==> src/rtl/rxring_pkg.sv <==
package rxring_pkg;

  typedef enum logic [1:0] {
    ST_IDLE,
    ST_RECV,
    ST_DROP,
    ST_HDR
  } rxState_e;

  // Strobes from control to datapath
  typedef struct packed {
    logic       writeByte;  // write rxData at the target address, advance
    logic       useStart;   // target is the packet start in the current page
    logic       hdrWrite;   // write one header byte
    logic [1:0] hdrIdx;     // which header byte
    logic       commit;     // current page takes the next-packet page
    logic       rollback;   // write address returns to the packet start
    logic       overflow;   // boundary reached
  } ringCtl_t;

endpackage

==> src/rtl/rxring_page_inc.sv <==
module rxring_page_inc #(
  parameter int PAGE_W = 8
) (
  input  logic [PAGE_W-1:0] page,
  input  logic [PAGE_W-1:0] ringStart,
  input  logic [PAGE_W-1:0] ringEnd,
  output logic [PAGE_W-1:0] nextPage
);
  logic [PAGE_W-1:0] plusOne;

  always_comb begin
    plusOne  = page + {{(PAGE_W-1){1'b0}}, 1'b1};
    nextPage = (plusOne == ringEnd) ? ringStart : plusOne;
  end
endmodule

==> src/rtl/rxring_ctrl.sv <==
module rxring_ctrl
  import rxring_pkg::*;
(
  input  logic     clk,
  input  logic     rstN,
  input  logic     rxValid,
  input  logic     rxSof,
  input  logic     rxEof,
  input  logic     rxGood,
  input  logic     curHitsBnd,
  input  logic     wrHitsBnd,
  output ringCtl_t ctl
);
  rxState_e state, stateNext;
  logic [1:0] hdrCnt, hdrCntNext;

  always_comb begin
    ctl        = '0;
    stateNext  = state;
    hdrCntNext = hdrCnt;
    unique case (state)
      ST_IDLE: begin
        if (rxValid && rxSof) begin
          if (curHitsBnd) begin
            ctl.overflow = 1'b1;
            ctl.rollback = 1'b1;
            stateNext    = rxEof ? ST_IDLE : ST_DROP;
          end else begin
            ctl.writeByte = 1'b1;
            ctl.useStart  = 1'b1;
            if (rxEof) begin
              if (rxGood) begin
                stateNext  = ST_HDR;
                hdrCntNext = 2'd0;
              end else begin
                ctl.rollback = 1'b1;
                stateNext    = ST_IDLE;
              end
            end else begin
              stateNext = ST_RECV;
            end
          end
        end
      end
      ST_RECV: begin
        if (rxValid) begin
          if (wrHitsBnd) begin
            ctl.overflow = 1'b1;
            ctl.rollback = 1'b1;
            stateNext    = rxEof ? ST_IDLE : ST_DROP;
          end else begin
            ctl.writeByte = 1'b1;
            if (rxEof) begin
              if (rxGood) begin
                stateNext  = ST_HDR;
                hdrCntNext = 2'd0;
              end else begin
                ctl.rollback = 1'b1;
                stateNext    = ST_IDLE;
              end
            end
          end
        end
      end
      ST_DROP: begin
        if (rxValid && rxEof) stateNext = ST_IDLE;
      end
      ST_HDR: begin
        ctl.hdrWrite = 1'b1;
        ctl.hdrIdx   = hdrCnt;
        hdrCntNext   = hdrCnt + 2'd1;
        if (hdrCnt == 2'd3) begin
          ctl.commit   = 1'b1;
          ctl.rollback = 1'b1;
          stateNext    = ST_IDLE;
        end
      end
      default: stateNext = ST_IDLE;
    endcase
  end

  always_ff @(posedge clk or negedge rstN) begin
    if (!rstN) begin
      state  <= ST_IDLE;
      hdrCnt <= 2'd0;
    end else begin
      state  <= stateNext;
      hdrCnt <= hdrCntNext;
    end
  end
endmodule

==> src/rtl/rxring_dp.sv <==
module rxring_dp
  import rxring_pkg::*;
#(
  parameter int          ADDR_W     = 16,
  parameter int          HDR_BYTES  = 4,
  parameter logic [7:0]  STATUS_OK  = 8'h01,
  parameter int          START_RST  = 'h40,
  parameter int          END_RST    = 'h80,
  parameter int          BND_RST    = 'h40,
  parameter int          CUR_RST    = 'h41,
  localparam int         PAGE_W     = ADDR_W - 8
) (
  input  logic              clk,
  input  logic              rstN,
  input  ringCtl_t          ctl,
  input  logic [7:0]        rxData,
  input  logic              regWe,
  input  logic [1:0]        regAddr,
  input  logic [PAGE_W-1:0] regWdata,
  output logic [PAGE_W-1:0] regRdata,
  output logic              memWe,
  output logic [ADDR_W-1:0] memAddr,
  output logic [7:0]        memData,
  output logic              irqPktRcvd,
  output logic              irqOverwrite,
  output logic              curHitsBnd,
  output logic              wrHitsBnd,
  output logic [PAGE_W-1:0] curPageQ,
  output logic [PAGE_W-1:0] ringStartQ,
  output logic [PAGE_W-1:0] ringEndQ
);
  localparam logic [7:0] HDR_OFF = 8'(HDR_BYTES);

  logic [PAGE_W-1:0] boundaryQ;
  logic [ADDR_W-1:0] wrAddr;
  logic [15:0]       byteCnt;

  logic [ADDR_W-1:0] baseAddr, advAddr, startAddr;
  logic [PAGE_W-1:0] basePage, baseNext, finPage, finNext, nextPkt;
  logic [15:0]       totalLen;
  logic [7:0]        hdrByte;

  assign startAddr = {curPageQ, HDR_OFF};
  assign baseAddr  = ctl.useStart ? startAddr : wrAddr;
  assign basePage  = baseAddr[ADDR_W-1:8];
  assign finPage   = wrAddr[ADDR_W-1:8];

  rxring_page_inc #(.PAGE_W(PAGE_W)) u_incBase (
    .page(basePage), .ringStart(ringStartQ), .ringEnd(ringEndQ), .nextPage(baseNext)
  );

  rxring_page_inc #(.PAGE_W(PAGE_W)) u_incFin (
    .page(finPage), .ringStart(ringStartQ), .ringEnd(ringEndQ), .nextPage(finNext)
  );

  always_comb begin
    if (baseAddr[7:0] == 8'hFF) advAddr = {baseNext, 8'h00};
    else                        advAddr = baseAddr + {{(ADDR_W-1){1'b0}}, 1'b1};
    nextPkt  = (wrAddr[7:0] == 8'h00) ? finPage : finNext;
    totalLen = byteCnt + 16'(HDR_BYTES);
    unique case (ctl.hdrIdx)
      2'd0:    hdrByte = STATUS_OK;
      2'd1:    hdrByte = 8'(nextPkt);
      2'd2:    hdrByte = totalLen[7:0];
      default: hdrByte = totalLen[15:8];
    endcase
  end

  assign curHitsBnd = (curPageQ == boundaryQ);
  assign wrHitsBnd  = (finPage == boundaryQ);

  always_comb begin
    unique case (regAddr)
      2'd0:    regRdata = ringStartQ;
      2'd1:    regRdata = ringEndQ;
      2'd2:    regRdata = boundaryQ;
      default: regRdata = curPageQ;
    endcase
  end

  always_ff @(posedge clk or negedge rstN) begin
    if (!rstN) begin
      ringStartQ <= PAGE_W'(START_RST);
      ringEndQ   <= PAGE_W'(END_RST);
      boundaryQ  <= PAGE_W'(BND_RST);
      curPageQ   <= PAGE_W'(CUR_RST);
    end else begin
      if (regWe && regAddr == 2'd0) ringStartQ <= regWdata;
      if (regWe && regAddr == 2'd1) ringEndQ   <= regWdata;
      if (regWe && regAddr == 2'd2) boundaryQ  <= regWdata;
      if (ctl.commit)                      curPageQ <= nextPkt;
      else if (regWe && regAddr == 2'd3)   curPageQ <= regWdata;
    end
  end

  always_ff @(posedge clk or negedge rstN) begin
    if (!rstN) begin
      wrAddr  <= '0;
      byteCnt <= '0;
    end else begin
      if (ctl.rollback)       wrAddr <= startAddr;
      else if (ctl.writeByte) wrAddr <= advAddr;
      if (ctl.writeByte) byteCnt <= ctl.useStart ? 16'd1 : byteCnt + 16'd1;
    end
  end

  always_ff @(posedge clk or negedge rstN) begin
    if (!rstN) begin
      memWe        <= 1'b0;
      memAddr      <= '0;
      memData      <= '0;
      irqPktRcvd   <= 1'b0;
      irqOverwrite <= 1'b0;
    end else begin
      memWe        <= ctl.writeByte | ctl.hdrWrite;
      memAddr      <= ctl.hdrWrite ? {curPageQ, 6'd0, ctl.hdrIdx} : baseAddr;
      memData      <= ctl.hdrWrite ? hdrByte : rxData;
      irqPktRcvd   <= ctl.commit;
      irqOverwrite <= ctl.overflow;
    end
  end
endmodule

==> src/rtl/rxring_mgr.sv <==
module rxring_mgr
  import rxring_pkg::*;
#(
  parameter int ADDR_W    = 16,
  parameter int HDR_BYTES = 4,
  parameter int START_RST = 'h40,
  parameter int END_RST   = 'h80,
  parameter int BND_RST   = 'h40,
  parameter int CUR_RST   = 'h41,
  localparam int PAGE_W   = ADDR_W - 8
) (
  input  logic              clk,
  input  logic              rstN,
  input  logic              rxValid,
  input  logic              rxSof,
  input  logic              rxEof,
  input  logic              rxGood,
  input  logic [7:0]        rxData,
  input  logic              regWe,
  input  logic [1:0]        regAddr,
  input  logic [PAGE_W-1:0] regWdata,
  output logic [PAGE_W-1:0] regRdata,
  output logic              memWe,
  output logic [ADDR_W-1:0] memAddr,
  output logic [7:0]        memData,
  output logic              irqPktRcvd,
  output logic              irqOverwrite
);
  ringCtl_t          ctl;
  logic              curHitsBnd, wrHitsBnd;
  logic [PAGE_W-1:0] curPageQ, ringStartQ, ringEndQ;

  rxring_ctrl u_ctrl (
    .clk(clk), .rstN(rstN), .rxValid(rxValid), .rxSof(rxSof), .rxEof(rxEof),
    .rxGood(rxGood), .curHitsBnd(curHitsBnd), .wrHitsBnd(wrHitsBnd), .ctl(ctl)
  );

  rxring_dp #(
    .ADDR_W(ADDR_W), .HDR_BYTES(HDR_BYTES), .STATUS_OK(8'h01),
    .START_RST(START_RST), .END_RST(END_RST), .BND_RST(BND_RST), .CUR_RST(CUR_RST)
  ) u_dp (
    .clk(clk), .rstN(rstN), .ctl(ctl), .rxData(rxData),
    .regWe(regWe), .regAddr(regAddr), .regWdata(regWdata), .regRdata(regRdata),
    .memWe(memWe), .memAddr(memAddr), .memData(memData),
    .irqPktRcvd(irqPktRcvd), .irqOverwrite(irqOverwrite),
    .curHitsBnd(curHitsBnd), .wrHitsBnd(wrHitsBnd),
    .curPageQ(curPageQ), .ringStartQ(ringStartQ), .ringEndQ(ringEndQ)
  );
endmodule

==> config.mk <==
export PLATFORM = sky130hd
export DESIGN_NAME = rxring_mgr
export DESIGN_NICKNAME = d
export VERILOG_FILES = /design/src/rtl/rxring_pkg.sv /design/src/rtl/rxring_page_inc.sv /design/src/rtl/rxring_ctrl.sv /design/src/rtl/rxring_dp.sv /design/src/rtl/rxring_mgr.sv
export SDC_FILE = /design/constraint.sdc
export NUM_CORES = 1
export LEC_CHECK = 0
export BUFFER_PORTS_ARGS = -buffer_cell sky130_fd_sc_hd__buf_2
export CORE_MARGIN = 5
export CORE_UTILIZATION = 60
export CTS_CLUSTER_SIZE = 8
export DETAILED_ROUTE_END_ITERATION = 8
export PLACE_DENSITY = 0.85
export SYNTH_ARGS = -nofsm -noshare
export SYNTH_HDL_FRONTEND = slang
export SYNTH_HIERARCHICAL = 1
export SYNTH_SLANG_ARGS = --single-unit
==> constraint.sdc <==
create_clock -name clk -period 4.8 [get_ports clk]
set_input_delay 0.48 -clock clk [delete_from_list [all_inputs] [get_ports clk]]
set_output_delay 0.48 -clock clk [all_outputs]
set_load 0.02 [all_outputs]
---- After elaboration in Yosys (flattened, before gate mapping) ----
Cells that the tools add are included.
word-level totals
  word-level logic and storage cells ...... 106
  bits of input ports ..................... 25
  bits in registers ....................... 95
cells by class
  add/subtract/negate cells ............... 6
  reductions and logical operators ........ 15
  muxes and demuxes ....................... 50
  bitwise gates (word level) .............. 1
  equality and inequality tests ........... 21
operators by type and width
  kind                                                                    number
  16-bit two-way mux                                                      6
  8-bit two-way mux                                                       6
  8-bit one-hot mux with 3 select lines                                   2
  2-bit two-way mux                                                       21
  16-bit by 1-bit adder with 16-bit output (second input constant)        2
  8-bit equality test                                                     4
  16-bit by 3-bit adder with 16-bit output (second input constant)        1
  8-bit by 1-bit adder with 8-bit output (second input constant)          2
  2-bit equality test (second input constant)                             6
  5-bit AND reduction                                                     2
  1-bit two-way mux                                                       9
  8-bit equality test (second input constant)                             1
  8-bit zero test                                                         1
  2-bit one-hot mux with 4 select lines                                   1
  2-bit by 1-bit equality test with 1-bit output (second input constant)  3
  1-bit logical AND                                                       6
  2-bit zero test                                                         3
  2-bit by 1-bit != test with 1-bit output (second input constant)        3
  2-bit != test (second input constant)                                   3
  2-bit one-hot mux with 3 select lines                                   1
  4-bit two-way mux                                                       1
  1-bit one-hot mux with 2 select lines                                   2
  2-bit nonzero test                                                      2
  3-bit by 2-bit != test with 1-bit output (second input constant)        1
  other kinds (4)                                                         4

---- Longest topological paths before layout ----
Gate-level depths: netlist (run 1).
  word-level depth ........................ 11
  mapped depth ............................ 17

---- Hierarchy ----
Netlist (run 1), hierarchy kept.
by module, submodules not included
  module           times used  sequential area each (sq um)  area an instance (sq um)  cells each
  rxring_dp        1           2283.4                        4997.3                    482
  rxring_page_inc  2           0.0                           392.9                     45
  rxring_ctrl      1           100.1                         435.4                     52

---- Worst setup path after synthesis (run 1) ----
Ideal clock, no wire load.
  path kind ............................... reg-to-reg
  start ................................... reg u_dp.curPageQ[0]
  end ..................................... reg u_dp.wrAddr[9]
  path slack .............................. 0.618 ns
  path buffers ............................ 2
  library setup time ...................... 0.128 ns
  arrival ................................. 4.054 ns
  stages on the path, launching flop included .. 16
  data required time ...................... 4.672 ns
  cells stage by stage .................... dfstp_2 > xnor2_1 > nand4_1 > nor2_1 > nor2b_1 > buf_4 > clkbuf_1 > o21ai_0 > ha_1 > xnor2_1 > xor2_1 > nand4_2 > nor4_4 > mux2_2 > o41ai_1 > o31ai_1
RTL lines
  what                    RTL line          RTL
  from (decl)             rxring_dp.sv:28   output logic [PAGE_W-1:0] curPageQ,
  from (signal assigned)  rxring_dp.sv:86   curPageQ <= PAGE_W'(CUR_RST);
  from (signal assigned)  rxring_dp.sv:91   if (ctl.commit) curPageQ <= nextPkt;
  from (signal assigned)  rxring_dp.sv:92   else if (regWe && regAddr == 2'd3) curPageQ <= regWdata;
  to (signal assigned)    rxring_dp.sv:101  if (ctl.rollback) wrAddr <= startAddr;
  to (signal assigned)    rxring_dp.sv:102  else if (ctl.writeByte) wrAddr <= advAddr;
  to (decl)               rxring_dp.sv:35   logic [ADDR_W-1:0] wrAddr;

==> flow_summary.toml, run 1 <==
[status]
outcome = "finished, final reports clean"

[placement]
port_buffers = 59
placed_area_mm2 = 0.00663
gp_congestion = 0.965
dp_hpwl_mm = 11.5
placedCellCount = 798

[synth]
synthDistinctLibCells = 75
ys_ff_latch = 95
yosys_warnings = 6
synth_edf_count = 0
synth-async-reset-ratio_pct = 100
synthFlopType = "dfrtp_1"
synth_cells = 624
postSynthNetCount = 655
ys_seq_area_share_pct = 38.3
avgSynthCellArea_um2 = 9.97
syn_area_mm2 = 0.00622

[pwr]
p_sw_mw = 1.84
swShare_pct = 44.9
power.leakage_nw = 2.90
pwr-share-clk_pct = 13.6
power_frac_comb_pct = 50.9
power_density_mw_per_mm2 = 598
max-vdd-ir-drop_uv = 258
power.internal_mw = 2.25
p_seq_share_pct = 35.5

[run]
maxCapViolations = 0

[floorplan]
dieWidth_um = 112
std_cell_rows = 37
die_h_um = 112
start_util_pct = 60.8
die_area_mm2 = 0.0125
ioPinCount = 60
core_area_mm2 = 0.0102

[setup_path]
critPathCaptureType = "flip-flop"
cp.arrival_ns = 4.78
start_kind = "flip-flop"
worst-path-max-fanout = 12
required_ns = 5.04
crit_type = "flip-flop to flip-flop"

[clocking]
cts_inserted_buffers = 9
clk_latency_ns = 0.37
cts_sinks = 95
clockBufferDepth = 2
htree_levels = 3
cts_hold_buffers = 0
cts_tree = "done"
path_clk_slew_ns = 0.10
post_cts_buffers = 0
cts-root-buf = "clkbuf_8"
ctsResizeCount = 0

[global_route]
track_usage_pct = 25.6
grt.busiest_layer = "met2"
overflow = 0
antenna_found_initial = 0
grt_max_degree = 49
use_met2_pct = 40.6
grt_pass1_vias = 5179
grtUsageMet1_pct = 35.7
use_met3_pct = 3.97
grt_first_pass_wirelength_mm = 26.3

[cells_and_area]
nets = 704
final-seq-area_mm2 = 0.00238
drive_gt1_share_pct = 25.3
layout_common_cells = "dfrtp_1 (90), nor2_1 (59), buf_2 (58)"
area_growth_syn_to_layout_pct = 9.86
layout_commonest_cell = "dfrtp_1"
multi_input_area_mm2 = 0.00362
fin_area_mm2 = 0.00683
nFillCells = 797
diodes = 0
layout.cells.non_filler = 813

[sta]
period_needed_ns = 4.54
setup-tns-final_ns = 0
finalSetupViolations = 0
hold_violations = 0
slew-limit-headroom_pct = 43.3
slew_violations = 0
rsz0062_at_grt = "false"
worst_slew_pin_slew_ns = 0.849
fmax_mhz = 220
skew_ns = 0.0153
period_share_pct = 94.6

[route]
drc = 0
wl_per_cell_um = 19.7
avgViaCountPerCell = 6.44
dr.pass1.iters = 5
initialDrtViolationCount = 457
dr_total_vias = 5236
antenna_left = 0
totalWireLength_mm = 16.0

[min_path]
hold_path.class = "primary input to async pin"
logic make-up (layout without fill, tap and decap cells):
kind of cell | count (synthesis) | in the layout | synth area share [%]
and+or+nand+nor | 207 | 207 | 18.8
muxes | 77 | 77 | 15.2
adders and majority gates | 6 | 6 | 1.21
DFF | 95 | 95 | 38.3
xor gates and xnor gates | 69 | 69 | 10.2
AOI/OAI and AO/OA | 114 | 114 | 12.8
buffers and inverters | 56 | 109 | 3.54
critical path: stages, from the launching register on:
cell and delay [ns]:
dfstp_2 0.60, xnor2_1 0.17, nand4_1 0.13, nor2_1 0.46, nor2b_2 0.25, nand2_1 0.12
o21ai_0 0.10, buf_4 0.20, ha_1 0.24, xnor2_1 0.25, xor2_1 0.19, nand4_2 0.22
nor4_4 0.57, mux2_2 0.40, o41ai_1 0.39, o31ai_1 0.11
registers in the layout, indices dropped and copies added, names as in the netlist, 8 cells and up:
signal           flops
u_dp/memAddr        16
u_dp/ringStartQ      8
u_dp/ringEndQ        8
u_dp/curPageQ        8
u_dp/byteCnt        16
u_dp/memData         8
u_dp/wrAddr         16
u_dp/boundaryQ       8
final cells by class:
type | count | area share [%]
Inverter | 28 | 1.54
Clock inverter | 4 | 0.788
Tap cell | 136 | 2.49
Timing Repair Buffer | 66 | 5.13
Sequential cell | 95 | 34.9
Multi-Input combinational cell | 473 | 52.9
Clock buffer | 11 | 2.22
through the flow:
stage / worst slack, ns / total power [mW] / hold WS (ns) / util (%)
after global placement: 0.654 / 3.39 / 0.509 / 64.8
after global routing: 0.167 / 4.33 / 0.151 / 66.8
after CTS: 0.430 / 4.05 / 0.132 / 66.8
after floorplan: 0.618 / 2.93 / 0.184 / -
after detailed placement: 0.457 / 3.48 / 0.525 / 64.8
final: 0.260 / 4.09 / 0.115 / 66.8
cell usage after synthesis, types with 6 or more instances:
cell,count,area [um^2]
or3_1,8,50.1
nor2_1,59,221
nand2b_1,6,37.5
nand4_1,11,68.8
xnor2_1,52,455
nor3_1,11,55.1
ha_1,6,75.1
a21oi_1,35,175
o21ai_0,21,105
xor2_1,15,131
and3_1,8,50.1
nor2b_1,9,56.3
mux2_2,51,574
nand2_1,34,128
mux4_2,8,180
nand3b_1,7,52.6
mux2i_1,16,160
clkbuf_1,19,71.3
dfrtp_1,90,2250
inv_1,28,105
nand3_1,14,70.1
final timing paths:
path                                   from               end  slack, ns  cells past startpoint
max                        u_dp/curPageQ[0]    u_dp/wrAddr[9]       0.26                     15
min reg2reg                u_ctrl/hdrCnt[1]  u_ctrl/hdrCnt[1]       0.58                      2
max reg2reg                u_dp/curPageQ[0]    u_dp/wrAddr[9]       0.26                     15
min                                    rstN   u_dp/memAddr[4]       0.11                      1
max in group asynchronous              rstN  u_dp/curPageQ[7]       3.67                      2
min in group clk                  rxData[5]   u_dp/memData[5]       0.35                      2
per-layer routing:
layer	up-vias	wire [um]
li1	2356	-
met1	2524	6690
met4	0	406
met5	-	0
met2	309	7550
met3	47	1360
power groups by stage:
| stage | sequential, mW | combinational, mW | clock (mW) |
|---|---|---|---|
| finish | 1.45 | 2.08 | 0.556 |
| global placement | 1.42 | 1.97 | 0 |
| global route | 1.49 | 2.25 | 0.590 |
| detailed placement | 1.45 | 2.03 | 0 |
| floorplan | 1.43 | 1.50 | 0 |
| CTS | 1.43 | 2.05 | 0.561 |
No activity file was read; power rests on OpenSTA's default activity.
==> run 2, diff against run 1 <==
ABC_CLOCK_PERIOD_IN_PS = 4800   (was unset)
CORE_UTILIZATION = 30   (was 60)
PLACE_DENSITY = 0.5   (was 0.85)
==> flow_summary.toml, run 2 (synthesized netlist as in run 1, its figures left out) <==
[clocking]
htree_levels = 3
cts_tree = "done"
cts_hold_buffers = 0
cts-root-buf = "clkbuf_16"
cts_sinks = 95
clk_latency_ns = 0.35
clockBufferDepth = 2
post_cts_buffers = 0
cts_inserted_buffers = 9
path_clk_slew_ns = 0.07
ctsResizeCount = 0

[placement]
dp_hpwl_mm = 13.2
gp_congestion = 0.886
placedCellCount = 934
port_buffers = 59
dp_slack_ns = 0.458

[pwr]
power_frac_comb_pct = 48.9
swShare_pct = 43.8
p_sw_mw = 1.86
p_seq_share_pct = 34.4
power.internal_mw = 2.39
max-vdd-ir-drop_uv = 167
power_density_mw_per_mm2 = 600
pwr-share-clk_pct = 16.7
power.leakage_nw = 2.94

[sta]
fmax_mhz = 231
worst_slew_pin_slew_ns = 0.933
rsz0062_at_grt = "false"
period_share_pct = 90.3
hold_violations = 0
slew_violations = 0
slew-limit-headroom_pct = 37.8
setup-tns-final_ns = 0
setup_ws_ns = 0.463
skew_ns = 0.0107
hold_slack_ns = 0.189
period_needed_ns = 4.34
finalSetupViolations = 0

[route]
avgViaCountPerCell = 5.26
dr_total_vias = 4987
dr.pass1.iters = 5
drc = 0
initialDrtViolationCount = 391
totalWireLength_mm = 17.6
wl_per_cell_um = 18.6
antenna_left = 0

[floorplan]
die_area_mm2 = 0.0237
start_util_pct = 30.6
die_h_um = 154
core_area_mm2 = 0.0203
std_cell_rows = 52
dieWidth_um = 154
ioPinCount = 60

[cells_and_area]
nets = 706
largestRegisters = "u_dp/byteCnt: 16 flops, u_dp/memAddr: 16 flops, u_dp/wrAddr: 16 flops"
layout_common_cells = "dfrtp_1 (90), nor2_1 (59), buf_2 (58)"
nFillCells = 2095
final-seq-area_mm2 = 0.00238
drive_gt1_share_pct = 25.0
layout_commonest_cell = "dfrtp_1"
multi_input_area_mm2 = 0.00362
layout.cells.non_filler = 949
diodes = 0
post-route-util_pct = 34.9
area_growth_syn_to_layout_pct = 14.0

[min_path]
hold_path.class = "primary input to async pin"

[global_route]
grt_first_pass_wirelength_mm = 28.7
overflow = 0
grt_max_degree = 55
track_usage_pct = 14.9
grt_pass1_vias = 5048
antenna_found_initial = 0

[setup_path]
max_stage_delay_ns = 0.60
crit_type = "flip-flop to flip-flop"
worst-path-max-fanout = 12
critPathCaptureType = "flip-flop"
path_cells = "xnor2_1 > nand4_1 > nor2_1 > nor2b_2 > mux2_2 > ha_1 > xnor2_1 > xor2_1 > nand4_2 > nor4_4 > mux2_2 > o41ai_1 > o31ai_1"
start_kind = "flip-flop"
cp.arrival_ns = 4.57
slowest_stage = "dfstp_2"
required_ns = 5.03

[run]
maxCapViolations = 0

[status]
outcome = "finished, final reports clean"
-- run 2: cell count changes in the layout (fill, tap and decap cells not counted) --
cell / previous run / this run
clkbuf_8: 11 / 0
clkbuf_16: 0 / 9
clkbuf_1: 0 / 3
buf_4: 8 / 10
inv_6: 1 / 0
-- run 2: critical path, delay by kind of cell, from the launching register on --
kind | cells | cell delay (ns)
flip-flops | 1 | 0.60
AO/OA/AOI/OAI | 2 | 0.44
AND/OR/NAND/NOR | 5 | 1.54
XOR/XNOR | 3 | 0.62
adder cells (fa/ha/maj) | 1 | 0.24
multiplexers | 2 | 0.78
-- run 2: layout make-up --
type | instances | share of cell area [%]
Timing Repair Buffer | 68 | 5.15
Clock inverter | 3 | 0.635
Inverter | 28 | 1.48
Tap cell | 270 | 4.76
Sequential cell | 95 | 33.6
Multi-Input combinational cell | 473 | 51.0
Clock buffer | 12 | 3.34
-- run 2: path summary, 6_finish.rpt --
check / startpoint / endpoint / slack [ns] / cells after the start
max: u_dp/curPageQ[0] / u_dp/wrAddr[9] / 0.46 / 13
min: rstN / u_dp/memAddr[4] / 0.19 / 1
max reg2reg: u_dp/curPageQ[0] / u_dp/wrAddr[9] / 0.46 / 13
min reg2reg: u_dp/wrAddr[0] / u_dp/wrAddr[0] / 0.54 / 2
max in group asynchronous: rstN / u_dp/curPageQ[6] / 3.56 / 2
min in group clk: rxData[5] / u_dp/memData[5] / 0.35 / 2
-- run 2: power groups by stage --
stage               sequential [mW]  combinational, mW  clock [mW]
global placement               1.45               2.05           0
detailed placement             1.47               2.07           0
finish                         1.46               2.08       0.710
global route                   1.52               2.28       0.763
CTS                            1.46               2.09       0.734
floorplan                      1.43               1.50           0
-- run 2: through the flow --
step / cell area, um^2 / power, mW
final: 7090 / 4.25
after global routing: 7090 / 4.57
after CTS: 7090 / 4.28
after detailed placement: 6810 / 3.54
after global placement: 6810 / 3.50
after floorplan: 6220 / 2.93
-- run 2: layer usage --
metal  GRT usage [%]  vias up  part of all wire [%]
li1                -     2358                     -
met1            21.5     2440                    49
met2            23.1      167                    44
met3            3.12       22                   5.7
met4            3.28        0                   1.2
met5               0        -                     0
==> run 3, diff against run 2 <==
SYNTH_HIERARCHICAL = unset   (was 1)
TNS_END_PERCENT = 20   (was unset)
==> flow_summary.toml, run 3 <==
[sta]
slew-limit-headroom_pct = 35.2
hold_violations = 0
period_share_pct = 82.2
fmax_mhz = 253
skew_ns = 0.00539
period_needed_ns = 3.94
slew_violations = 0
setup-tns-final_ns = 0
rsz0062_at_grt = "false"
worst_slew_pin_slew_ns = 0.962
finalSetupViolations = 0

[synth]
synth_edf_count = 0
netlist_top_cells_count = "dfrtp_1 (90), nor2_1 (70), nand2_1 (63)"
synth_cells = 636
synth_most_common_cell = "dfrtp_1"
yosys-top-cells-area = "dfrtp_1 (38%), xnor2_1 (5.9%), mux2_2 (4.7%)"
syn_area_mm2 = 0.00594
synth_top_area_share_pct = 37.9
ys_seq_area_share_pct = 40.1
ys_ff_latch = 95
yosysTopAreaCell = "dfrtp_1"
synthFlopType = "dfrtp_1"
synth-async-reset-ratio_pct = 100
synthDistinctLibCells = 61
postSynthNetCount = 667
yosys_warnings = 0
avgSynthCellArea_um2 = 9.34

[cells_and_area]
diodes = 0
final-seq-area_mm2 = 0.00238
layout_commonest_cell = "dfrtp_1"
post-route-util_pct = 34.4
nFillCells = 2014
nets = 701
area_growth_syn_to_layout_pct = 12.7
multi_input_area_mm2 = 0.00330
largestRegisters = "u_dp.byteCnt: 16 flops, u_dp.memAddr: 16 flops, u_dp.wrAddr: 16 flops"
layout_common_cells = "dfrtp_1 (90), nor2_1 (70), nand2_1 (63)"
drive_gt1_share_pct = 19.9

[route]
dr_total_vias = 4871
antenna_left = 0
wl_per_cell_um = 18.5
totalWireLength_mm = 17.4
initialDrtViolationCount = 487
avgViaCountPerCell = 5.18
dr.pass1.iters = 5
drc = 0

[clocking]
cts_hold_buffers = 0
clk_latency_ns = 0.35
path_clk_slew_ns = 0.07
post_cts_buffers = 0
ctsResizeCount = 0
cts_sinks = 95
cts-root-buf = "clkbuf_16"
htree_levels = 3
cts_inserted_buffers = 9
cts_tree = "done"
clockBufferDepth = 2

[placement]
gp_congestion = 0.880
dp_hpwl_mm = 13.1
port_buffers = 59

[setup_path]
cp.arrival_ns = 4.13
required_ns = 4.98
start_kind = "flip-flop"
critPathCaptureType = "flip-flop"
crit_type = "flip-flop to flip-flop"
worst-path-max-fanout = 13

[pwr]
power.leakage_nw = 2.96
max-vdd-ir-drop_uv = 210
power_density_mw_per_mm2 = 562

[global_route]
grt_first_pass_wirelength_mm = 27.6
grt_pass1_vias = 4849
grt_max_degree = 56
overflow = 0
antenna_found_initial = 0
track_usage_pct = 15.8

[floorplan]
die_h_um = 151
ioPinCount = 60
start_util_pct = 30.5
die_area_mm2 = 0.0227
std_cell_rows = 51
dieWidth_um = 151
core_area_mm2 = 0.0195

[run]
maxCapViolations = 0

[status]
outcome = "finished, final reports clean"

[min_path]
hold_path.class = "primary input to async pin"
-- run 3: metal layers --
metal	vias to the layer above	part of all wire [%]	global-route usage [%]
li1	2304	-	-
met1	2378	47	23.0
met2	170	45	24.0
met3	19	6.2	2.26
met4	0	2.1	5.62
met5	-	0	0
-- run 3: worst paths after layout --
path / endpoint / slack [ns] / from / cells after the start
setup / recovery: u_dp.wrAddr[9] / 0.86 / u_dp.curPageQ[7] / 15
hold / removal: u_dp.byteCnt[5] / 0.18 / rstN / 1
setup reg to reg: u_dp.wrAddr[9] / 0.86 / u_dp.curPageQ[7] / 15
hold reg to reg: u_dp.byteCnt[0] / 0.54 / u_dp.byteCnt[0] / 1
max in group asynchronous: u_dp.wrAddr[12] / 3.60 / rstN / 2
min in group clk: u_dp.memData[0] / 0.33 / rxData[0] / 2
-- run 3: logic make-up (layout without fill, tap and decap cells) --
kind of cell | count (synthesis) | count (layout) | share of synthesized area [%]
AO/OA/AOI/OAI | 131 | 131 | 13.3
XOR/XNOR | 77 | 77 | 12.4
adder cells (fa/ha/maj) | 6 | 6 | 1.26
buffers and inverters | 55 | 94 | 4.36
flip-flops | 95 | 95 | 40.1
multiplexers | 49 | 49 | 10.6
AND/OR/NAND/NOR | 223 | 223 | 18.0
-- run 3: cell type report --
cell class | count | share of cell area (%)
clock buffers | 12 | 3.83
clock inverters | 4 | 0.449
inverters | 14 | 0.785
multi-input cells | 486 | 49.3
flip-flops and latches | 95 | 35.6
well taps | 265 | 4.96
repair buffers | 64 | 5.01
-- run 3: power breakdown --
part           internal [mW]  switching, mW  leakage (nW)  total [mW]
Combinational          0.699          0.955          1.65        1.65
Sequential              1.03          0.373          1.18        1.40
Clock                  0.382          0.320         0.139       0.702
Total                   2.11           1.65          2.96        3.76
-- run 3: critical path, stage by stage, from the launching register on --
cell and delay, ns:
dfrtp_1 0.47, xnor2_1 0.27, nand4_1 0.23, o21bai_4 0.38
buf_4 0.26, nand2_1 0.07, nand2_1 0.15, ha_1 0.28
nand3_1 0.12, xor2_1 0.17, mux2i_1 0.23, xnor2_1 0.16
nand4_2 0.16, or2_1 0.38, a211oi_1 0.31, o221ai_1 0.14
-- run 3: per-stage QoR --
stage / power, mW / hold WS [ns] / cells / cell area (um^2) / setup WS [ns]
2_1_floorplan: 2.56 / 0.184 / 636 / 5940 / 1.56
3_3_place_gp: 3.05 / 0.540 / 924 / 6400 / 0.996
3_5_place_dp: 3.06 / 0.519 / 924 / 6400 / 0.905
4_1_cts: 3.78 / 0.205 / 940 / 6690 / 0.880
5_1_grt: 4.00 / 0.244 / 940 / 6690 / 0.608
6_report: 3.76 / 0.176 / 940 / 6690 / 0.855
